## config.mk

```make
export PLATFORM = sky130hd
export DESIGN_NAME = tod_frac_counter
export DESIGN_NICKNAME = d
export VERILOG_FILES = /design/src/rtl/tod_pkg.sv /design/src/rtl/tod_regs.sv /design/src/rtl/tod_accum.sv /design/src/rtl/tod_rdmux.sv /design/src/rtl/tod_frac_counter.sv
export SDC_FILE = /design/constraint.sdc
export NUM_CORES = 1
export LEC_CHECK = 0
export ABC_AREA = 1
export CORE_MARGIN = 3
export CORE_UTILIZATION = 37
export CTS_BUF_LIST = sky130_fd_sc_hd__clkbuf_8
export CTS_CLUSTER_DIAMETER = 100
export DETAILED_ROUTE_END_ITERATION = 7
export PLACE_DENSITY_LB_ADDON = 0.15
export SETUP_SLACK_MARGIN = 0.02
export SLEW_MARGIN = 20
export SYNTH_ARGS = -nofsm -noshare
export SYNTH_HDL_FRONTEND = slang
export SYNTH_SLANG_ARGS = --single-unit
export TNS_END_PERCENT = 5
```

## constraint.sdc

```tcl
create_clock -name clk -period 7.2 [get_ports clk]
set_input_delay 1.8 -clock clk [delete_from_list [all_inputs] [get_ports clk]]
set_output_delay 1.8 -clock clk [all_outputs]
set_load 0.005 [all_outputs]
```

## src/rtl/tod_pkg.sv

```systemverilog
// Shared register map and control-word field positions for the
// fractional-period time-of-day counter. Assumes 32-bit register words.
package tod_pkg;

    localparam int DATA_W = 32;

    typedef enum logic [1:0] {
        REG_CTRL   = 2'd0,
        REG_ADDEND = 2'd1,
        REG_CNT_LO = 2'd2,
        REG_CNT_HI = 2'd3
    } tod_reg_e;

    localparam int CTRL_SRC_LSB  = 0;
    localparam int CTRL_SRC_W    = 2;
    localparam int CTRL_EN_BIT   = 2;
    localparam int CTRL_COMP_BIT = 15;
    localparam int CTRL_INT_LSB  = 16;

endpackage

```

## src/rtl/tod_regs.sv

```systemverilog
// Control/period register bank. It holds the written control fields, the
// period as written (may be pending) and the period that is actually
// active, and it stages the count low half. It also decodes the count load.
// Assumes one write per cycle and INT_W <= 16, FRAC_W <= 32.
module tod_regs
    import tod_pkg::*;
#(
    parameter int INT_W    = 10,
    parameter int FRAC_W   = 32,
    parameter int RST_INT  = 3,
    parameter int RST_FRAC = 13,
    localparam int CNT_W   = 2 * DATA_W
) (
    input  logic              clk,
    input  logic              rst_n,
    input  logic              wr_en,
    input  tod_reg_e          addr,
    input  logic [DATA_W-1:0] wdata,
    output logic              enable,
    output logic              comp_mode,
    output logic [CTRL_SRC_W-1:0] src_sel,
    output logic [INT_W-1:0]  int_written,
    output logic [INT_W-1:0]  int_active,
    output logic [FRAC_W-1:0] frac_active,
    output logic              cnt_load,
    output logic [CNT_W-1:0]  load_val
);

    logic [DATA_W-1:0] lo_stage;
    logic              wr_ctrl;
    logic              wr_addend;

    // Decode the write strobes
    always_comb begin
        wr_ctrl   = wr_en && (addr == REG_CTRL);
        wr_addend = wr_en && (addr == REG_ADDEND);
        cnt_load  = wr_en && (addr == REG_CNT_HI);
        load_val  = {wdata, lo_stage};
    end

    // Register updates, including the deferred period switch
    always_ff @(posedge clk) begin
        if (!rst_n) begin
            enable      <= 1'b0;
            comp_mode   <= 1'b0;
            src_sel     <= '0;
            int_written <= INT_W'(RST_INT);
            int_active  <= INT_W'(RST_INT);
            frac_active <= FRAC_W'(RST_FRAC);
            lo_stage    <= '0;
        end else if (wr_ctrl) begin
            enable      <= wdata[CTRL_EN_BIT];
            comp_mode   <= wdata[CTRL_COMP_BIT];
            src_sel     <= wdata[CTRL_SRC_LSB +: CTRL_SRC_W];
            int_written <= wdata[CTRL_INT_LSB +: INT_W];
            if (!wdata[CTRL_COMP_BIT]) begin
                int_active <= wdata[CTRL_INT_LSB +: INT_W];
            end
        end else if (wr_addend) begin
            frac_active <= wdata[FRAC_W-1:0];
            int_active  <= int_written;
        end else if (wr_en && (addr == REG_CNT_LO)) begin
            lo_stage    <= wdata;
        end
    end

    // a compensated period write leaves the active period alone
    a_r5_defer_period: assert property (@(posedge clk) disable iff (!rst_n)
        (wr_ctrl && wdata[CTRL_COMP_BIT]) |=> (int_active == $past(int_active)));

endmodule

```

## src/rtl/tod_accum.sv

```systemverilog
// Count datapath: a 64-bit nanosecond counter plus a fraction accumulator
// whose carry adds one nanosecond. A load takes priority over a tick and
// clears the fraction. Assumes the period inputs are stable per cycle.
module tod_accum
    import tod_pkg::*;
#(
    parameter int INT_W  = 10,
    parameter int FRAC_W = 32,
    localparam int CNT_W = 2 * DATA_W
) (
    input  logic              clk,
    input  logic              rst_n,
    input  logic              enable,
    input  logic [INT_W-1:0]  int_active,
    input  logic [FRAC_W-1:0] frac_active,
    input  logic              cnt_load,
    input  logic [CNT_W-1:0]  load_val,
    output logic [CNT_W-1:0]  cnt
);

    logic [FRAC_W-1:0] frac_acc;
    logic [FRAC_W:0]   frac_sum;

    // Fraction add with carry out
    always_comb begin
        frac_sum = {1'b0, frac_acc} + {1'b0, frac_active};
    end

    // Load, tick or hold
    always_ff @(posedge clk) begin
        if (!rst_n) begin
            cnt      <= '0;
            frac_acc <= '0;
        end else if (cnt_load) begin
            cnt      <= load_val;
            frac_acc <= '0;
        end else if (enable) begin
            frac_acc <= frac_sum[FRAC_W-1:0];
            cnt      <= cnt + CNT_W'(int_active) + CNT_W'(frac_sum[FRAC_W]);
        end
    end

    // a tick moves the count by the period or the period plus one
    a_r3_step: assert property (@(posedge clk) disable iff (!rst_n)
        (enable && !cnt_load) |=>
            ((cnt - $past(cnt)) >= CNT_W'($past(int_active))) &&
            ((cnt - $past(cnt)) <= CNT_W'($past(int_active)) + 1));

    // disabled and not loading means the count holds
    a_r4_hold: assert property (@(posedge clk) disable iff (!rst_n)
        (!enable && !cnt_load) |=> $stable(cnt) && $stable(frac_acc));

    // a load shows the loaded value with an empty fraction
    a_r9_load: assert property (@(posedge clk) disable iff (!rst_n)
        cnt_load |=> (cnt == $past(load_val)) && (frac_acc == '0));

endmodule

```

## src/rtl/tod_rdmux.sv

```systemverilog
// Read path: selects the register word for reg_rdata and keeps the high
// half snapshot that a read of the count low half takes. Reads have no
// other side effect. Assumes reads are decoded in the same cycle.
module tod_rdmux
    import tod_pkg::*;
#(
    parameter int INT_W  = 10,
    parameter int FRAC_W = 32,
    localparam int CNT_W = 2 * DATA_W
) (
    input  logic              clk,
    input  logic              rst_n,
    input  logic              rd_en,
    input  tod_reg_e          addr,
    input  logic [CNT_W-1:0]  cnt,
    input  logic              enable,
    input  logic              comp_mode,
    input  logic [CTRL_SRC_W-1:0] src_sel,
    input  logic [INT_W-1:0]  int_written,
    input  logic [FRAC_W-1:0] frac_active,
    output logic [DATA_W-1:0] rdata
);

    logic [DATA_W-1:0] hi_snap;

    // Capture the high half when the low half is read
    always_ff @(posedge clk) begin
        if (!rst_n) begin
            hi_snap <= '0;
        end else if (rd_en && (addr == REG_CNT_LO)) begin
            hi_snap <= cnt[CNT_W-1:DATA_W];
        end
    end

    // Word selection for the read port
    always_comb begin
        rdata = '0;
        case (addr)
            REG_CTRL: begin
                rdata[CTRL_SRC_LSB +: CTRL_SRC_W] = src_sel;
                rdata[CTRL_EN_BIT]                = enable;
                rdata[CTRL_COMP_BIT]              = comp_mode;
                rdata[CTRL_INT_LSB +: INT_W]      = int_written;
            end
            REG_ADDEND: rdata[FRAC_W-1:0] = frac_active;
            REG_CNT_LO: rdata = cnt[DATA_W-1:0];
            REG_CNT_HI: rdata = hi_snap;
            default:    rdata = '0;
        endcase
    end

    // a high read right after a low read returns that low read's high half
    a_r7_coherent: assert property (@(posedge clk) disable iff (!rst_n)
        (rd_en && (addr == REG_CNT_LO)) |=>
            (!(addr == REG_CNT_HI) || (rdata == $past(cnt[CNT_W-1:DATA_W]))));

endmodule

```

## src/rtl/tod_frac_counter.sv

```systemverilog
// Top of the fractional-period time-of-day counter. It ties together the
// register bank, the count datapath and the read path. Single clock domain;
// the reference clock is clk.
module tod_frac_counter
    import tod_pkg::*;
#(
    parameter int INT_W    = 10,
    parameter int FRAC_W   = 32,
    parameter int RST_INT  = 3,
    parameter int RST_FRAC = 13,
    localparam int CNT_W   = 2 * DATA_W
) (
    input  logic              clk,
    input  logic              rst_n,
    input  logic              reg_wr,
    input  logic              reg_rd,
    input  logic [1:0]        reg_addr,
    input  logic [DATA_W-1:0] reg_wdata,
    output logic [DATA_W-1:0] reg_rdata,
    output logic [CNT_W-1:0]  tod_ns
);

    tod_reg_e              addr_e;
    logic                  enable;
    logic                  comp_mode;
    logic [CTRL_SRC_W-1:0] src_sel;
    logic [INT_W-1:0]      int_written;
    logic [INT_W-1:0]      int_active;
    logic [FRAC_W-1:0]     frac_active;
    logic                  cnt_load;
    logic [CNT_W-1:0]      load_val;
    logic [CNT_W-1:0]      cnt;

    // Cast the raw address onto the register enum
    always_comb begin
        addr_e = tod_reg_e'(reg_addr);
        tod_ns = cnt;
    end

    tod_regs #(
        .INT_W(INT_W), .FRAC_W(FRAC_W), .RST_INT(RST_INT), .RST_FRAC(RST_FRAC)
    ) u_regs (
        .clk(clk), .rst_n(rst_n), .wr_en(reg_wr), .addr(addr_e),
        .wdata(reg_wdata), .enable(enable), .comp_mode(comp_mode),
        .src_sel(src_sel), .int_written(int_written), .int_active(int_active),
        .frac_active(frac_active), .cnt_load(cnt_load), .load_val(load_val)
    );

    tod_accum #(.INT_W(INT_W), .FRAC_W(FRAC_W)) u_accum (
        .clk(clk), .rst_n(rst_n), .enable(enable), .int_active(int_active),
        .frac_active(frac_active), .cnt_load(cnt_load), .load_val(load_val),
        .cnt(cnt)
    );

    tod_rdmux #(.INT_W(INT_W), .FRAC_W(FRAC_W)) u_rdmux (
        .clk(clk), .rst_n(rst_n), .rd_en(reg_rd), .addr(addr_e), .cnt(cnt),
        .enable(enable), .comp_mode(comp_mode), .src_sel(src_sel),
        .int_written(int_written), .frac_active(frac_active), .rdata(reg_rdata)
    );

endmodule

```

Word level (Yosys, flattened, before mapping)

Cells that the tools add are included.

Add/subtract/negate cells: 3
Multiplexer cells: 9
Equal/unequal tests: 4
Reductions and logical operators: 12
Bitwise gates (word level): 3

Operator list:

| operator                                                        | count |
|---|---|
| 64-bit two-way mux                                              | 2 |
| 64-bit by 1-bit adder with 64-bit output                        | 1 |
| 64-bit by 10-bit adder with 64-bit output                       | 1 |
| 11-bit case mux with 4 select lines                             | 1 |
| 12-bit case mux with 3 select lines                             | 1 |
| 32-bit by 32-bit adder with 33-bit output                       | 1 |
| 10-bit two-way mux                                              | 3 |
| 6-bit case mux with 3 select lines                              | 1 |
| 3-bit case mux with 4 select lines                              | 1 |
| 1-bit logical AND                                               | 5 |
| 2-bit == test, second input constant                            | 2 |
| 2-bit AND reduction                                             | 2 |
| 2-bit nonzero test                                              | 2 |
| 1-bit inverter                                                  | 3 |
| 3-bit AND reduction                                             | 1 |
| 2-bit by 1-bit == test with 1-bit output, second input constant | 1 |
| 2-bit logical NOT                                               | 1 |
| 2-bit inequality test, second input constant                    | 1 |
| 2-bit OR reduction                                              | 1 |

Output and inout bits: 96
Logic and storage cells: 41
Input port bits: 38
Bits in registers: 216

Logic depth before layout (Yosys ltp)

Depth in word-level cells: 4
Depth in mapped cells: 25
Mapped depth without buffers: 25

Hierarchy

A second synthesis with hierarchy kept.

Cell total of the unflattened synthesis: 2301
Area total of the unflattened synthesis: 14193.6 µm²

Modules (own cells, without submodules):

| module    | area each (µm²) | sequential area each (µm²) | cells each | instances |
|---|---|---|---|---|
| tod_accum | 8728.4          | 1921.8                     | 1487       | 1 |
| tod_regs  | 3422.0          | 1761.7                     | 450        | 1 |
| tod_rdmux | 2043.2          | 640.6                      | 364        | 1 |

Worst setup path before layout

Ideal clock, no wire load.

Path kind: input-to-output
From: in reg_addr[0]
To: out reg_rdata[18]
Path buffers: 1
Setup slack: 2.772 ns
Required time: 5.400 ns
Arrival: 2.628 ns
Stages on the path: 5
Path through: nand2_1 -> clkbuf_1 -> inv_1 -> a221oi_1 -> o21ai_0

Longest elaborated chain between the ends: 2
Elaborated cells between the ends (all ways): 5
Classes of those cells: 3 x eq/ne; 1 x mux; 1 x reduce/logical

Ends and longest elaborated chain:

| item                                  | RTL line               | text |
|---|---|---|
| from (decl)                           | tod_frac_counter.sv:17 | `input logic [1:0] reg_addr,` |
| 2-bit == test (tied with other cells) | tod_rdmux.sv:38        | `case (addr)` |
| 11-bit case mux with 4 select lines * | tod_rdmux.sv:38        |  |
| to (decl)                             | tod_frac_counter.sv:19 | `output logic [DATA_W-1:0] reg_rdata,` |

Every way passes the cells marked *; elsewhere a longest branch is shown, timed or not.

Worst setup path in the final report

From: in reg_addr[1]
To: out reg_rdata[2]

Longest elaborated chain between the ends: 2
Elaborated cells between the ends (all ways): 5
Classes of those cells: 3 x eq/ne; 1 x mux; 1 x reduce/logical

Ends and longest elaborated chain:

| item                                  | RTL line |
|---|---|
| 2-bit == test (tied with other cells) | tod_rdmux.sv:38 |
| 3-bit case mux with 4 select lines *  | tod_rdmux.sv:38 |

Marks and branches as above.

==> flow_summary.ini <==
[placed_design]
gp_congestion = 1.04
postPlaceCellArea_sq_mm = 0.0154
dp.cells = 2781
io_buffers = 133
place_hpwl_microns = 47000

[power_and_ir_drop]
combPwrFrac_pct = 12.9
ir_drop_uv = 150
p_int_uw = 2170
leakage_uw = 0.00717
power_switching_uw = 868
clockPowerShare_pct = 44.1
seq_power_share_pct = 43.1
swShare_pct = 28.6
p_per_area_mw_per_mm2 = 186

[yosys]
synth-seq-cells = 216
synth.distinct_cells = 40
yosys.area.top_type = dfxtp_1
synth_top_family_by_area = simple AND/OR/NAND/NOR gates
synthMuxAreaShare_pct = 0.219
synth_top_area_share_pct = 31.5
synth_compound_area_share_pct = 16.1
synthArstFlopShare_pct = 0
ys_seq_area_share_pct = 31.5
synthSimpleGateAreaFrac_pct = 34.0
synth_flop_cell = dfxtp_1
yosysWarnings = 0
syn_avg_cell_area_sq_um = 6.09
synth_edf_count = 0
synthTopCellsByArea = dfxtp_1 (32%), nand2_1 (17%), inv_1 (9.1%)
synth_fa_ha_area_share_pct = 4.18
syn-num-nets = 2334
synth-xor-area-share_pct = 1.60
syn-cell-area_sq_mm = 0.0137
synth_cells = 2252

[clocking]
h-tree-depth = 2
cts_tree = done
clk_transition_reported_paths_ns = 0.05
ctsResizeCount = 0
post_cts_buffers = 0
clock_path_buffers = 3
cts_buffers = 41
cts_root_buf = clkbuf_8
clkLatencyLatePin_ns = 0.56
clock_sinks = 216
hold_buffers = 0

[critical_path]
critPathKind = input pin to output port
critPathArrivalTime_ns = 4.34
critPathLaunchType = input pin
path_cells = clkdlybuf4s50_1, nand2_2, inv_1, nand2_1, o21ai_0, a21oi_1, o21ai_0, clkdlybuf4s50_1
crit_path_max_fanout = 17
ff2ff_setup_slack_ns = 2.62
slowest_stage = inv_1
critical_path.max_stage_delay_ns = 0.64
cp.required_ns = 5.40
cp-end-kind = output port

[floorplanning]
die_w_microns = 199
core-area_sq_mm = 0.0361
die_h_microns = 199
ios = 134
rows = 69
die-area_sq_mm = 0.0394
start_util_pct = 38.0

[layout]
multi_input_area_sq_mm = 0.00770
finalInstanceArea_sq_mm = 0.0163
syn2layout_area_growth_pct = 18.6
final_cell_count_no_fill = 2852
final_common_cell = nand2_1
insertedDiodeCount = 0
fin_nets = 2445
drive_above_1_share_pct = 5.86
register_area_sq_mm = 0.00433
fillers = 3923
layout_common_cells = nand2_1 (620), inv_1 (344), nor2_1 (248)

[sta]
setup_viol = 0
whs_ns = 0.453
rsz0062_at_grt = false
hold_viol_final = 0
setup_tns_ns = 0
slew_viol_final = 0
clock_skew_ns = 0.0167
timing.final.crit_share_pct = 85.3
tightest_slew_ns = 1.05
max_freq_mhz = 163
slew_headroom_pct = 30.0
period_needed_ns = 6.14

[detailed_routing]
drc = 0
drt_first_pass_iters = 8
vias = 15400
wl_microns = 60200
ant_nets = 0
avgViaCountPerCell = 5.39
wl_per_cell_microns = 21.1
drt_iter0_drc = 1513

[hold_path]
hold_class = flip-flop to flip-flop

[global_route]
grt-ovfl-total = 0
grt_max_degree = 51
grt_pass1_vias = 13900
grt_pass1_wl_microns = 88400
grt_util_all_layers_pct = 30.0
antenna_found_initial = 6

[run]
maxCapViolations = 0

[status]
status = complete, no violations
[power groups by stage]
stage	sequential [uW]	combinational, uW	clock (uW)
2_1_floorplan	1300	229	0
3_3_place_gp	1330	381	0
3_5_place_dp	1330	385	0
4_1_cts	1300	387	1360
5_1_grt	1310	431	1410
6_report	1310	390	1340
[cells in the mapped netlist, types with 17 or more instances]
| master | number |
|---|---|
| nor2_1 | 249 |
| ha_1 | 41 |
| o21ai_0 | 134 |
| dfxtp_1 | 216 |
| nand3_1 | 162 |
| buf_2 | 29 |
| o21ai_1 | 31 |
| xor2_1 | 24 |
| nor3_1 | 17 |
| o22ai_1 | 18 |
| clkbuf_1 | 43 |
| a21oi_1 | 168 |
| nand4_1 | 29 |
| nand2_1 | 621 |
| a31oi_1 | 18 |
| inv_1 | 332 |
| inv_2 | 25 |
[stage by stage]
step                      total power [uW]  utilization, %  setup slack (ns)
after floorplan                       1530               -              2.77
after global placement                1710            42.7              1.15
after detailed placement              1710            42.7              1.12
after CTS                             3050            45.1              1.11
after global routing                  3150            45.1             0.888
final                                 3030            45.1              1.06
[cell type report]
type                    count  share of cell area [%]
multi-input cells        1597                    47.3
clock inverters            20                    1.16
repair buffers            149                    8.88
clock buffers              51                    4.31
well taps                 461                    3.54
flip-flops and latches    216                    26.6
inverters                 358                    8.27
[cells by family (layout without fill, tap and decap cells)]
group                      Yosys count  in the layout
buffers and inverters              439            578
and+or+nand+nor                   1119           1119
xor gates and xnor gates            25             25
adders and majority gates           44             44
AOI/OAI and AO/OA                  406            406
muxes                                3              3
DFF                                216            216
[registers in the layout, summed over array words and instances, names as in the netlist]
register and flops:
u_accum.cnt 64, u_accum.frac_acc 32, u_rdmux.hi_snap 32, u_regs.comp_mode 1, u_regs.enable 1, u_regs.frac_active 32
u_regs.int_active 10, u_regs.int_written 10, u_regs.lo_stage 32, u_regs.src_sel 2
[critical path, delay by kind of cell]
kind	cells	cell delay (ns)
buf+inv	3	1.82
simple gates	2	0.44
compound gates	3	0.26
[metal layers]
metal	vias up	global-route usage, %	wire length (microns)
li1	7446	-	-
met1	7089	43.3	27300
met2	705	43.5	24400
met3	109	7.62	6350
met4	10	9.94	2090
met5	-	0	60
[worst paths after layout]
path                     startpoint             endpoint  cells past startpoint
max                     reg_addr[1]         reg_rdata[2]                      8
min             u_regs.lo_stage[25]  u_regs.lo_stage[25]                      2
max reg2reg  u_regs.frac_active[12]      u_accum.cnt[32]                     22
min reg2reg     u_regs.lo_stage[25]  u_regs.lo_stage[25]                      2
No activity file was read; power rests on OpenSTA's default activity.
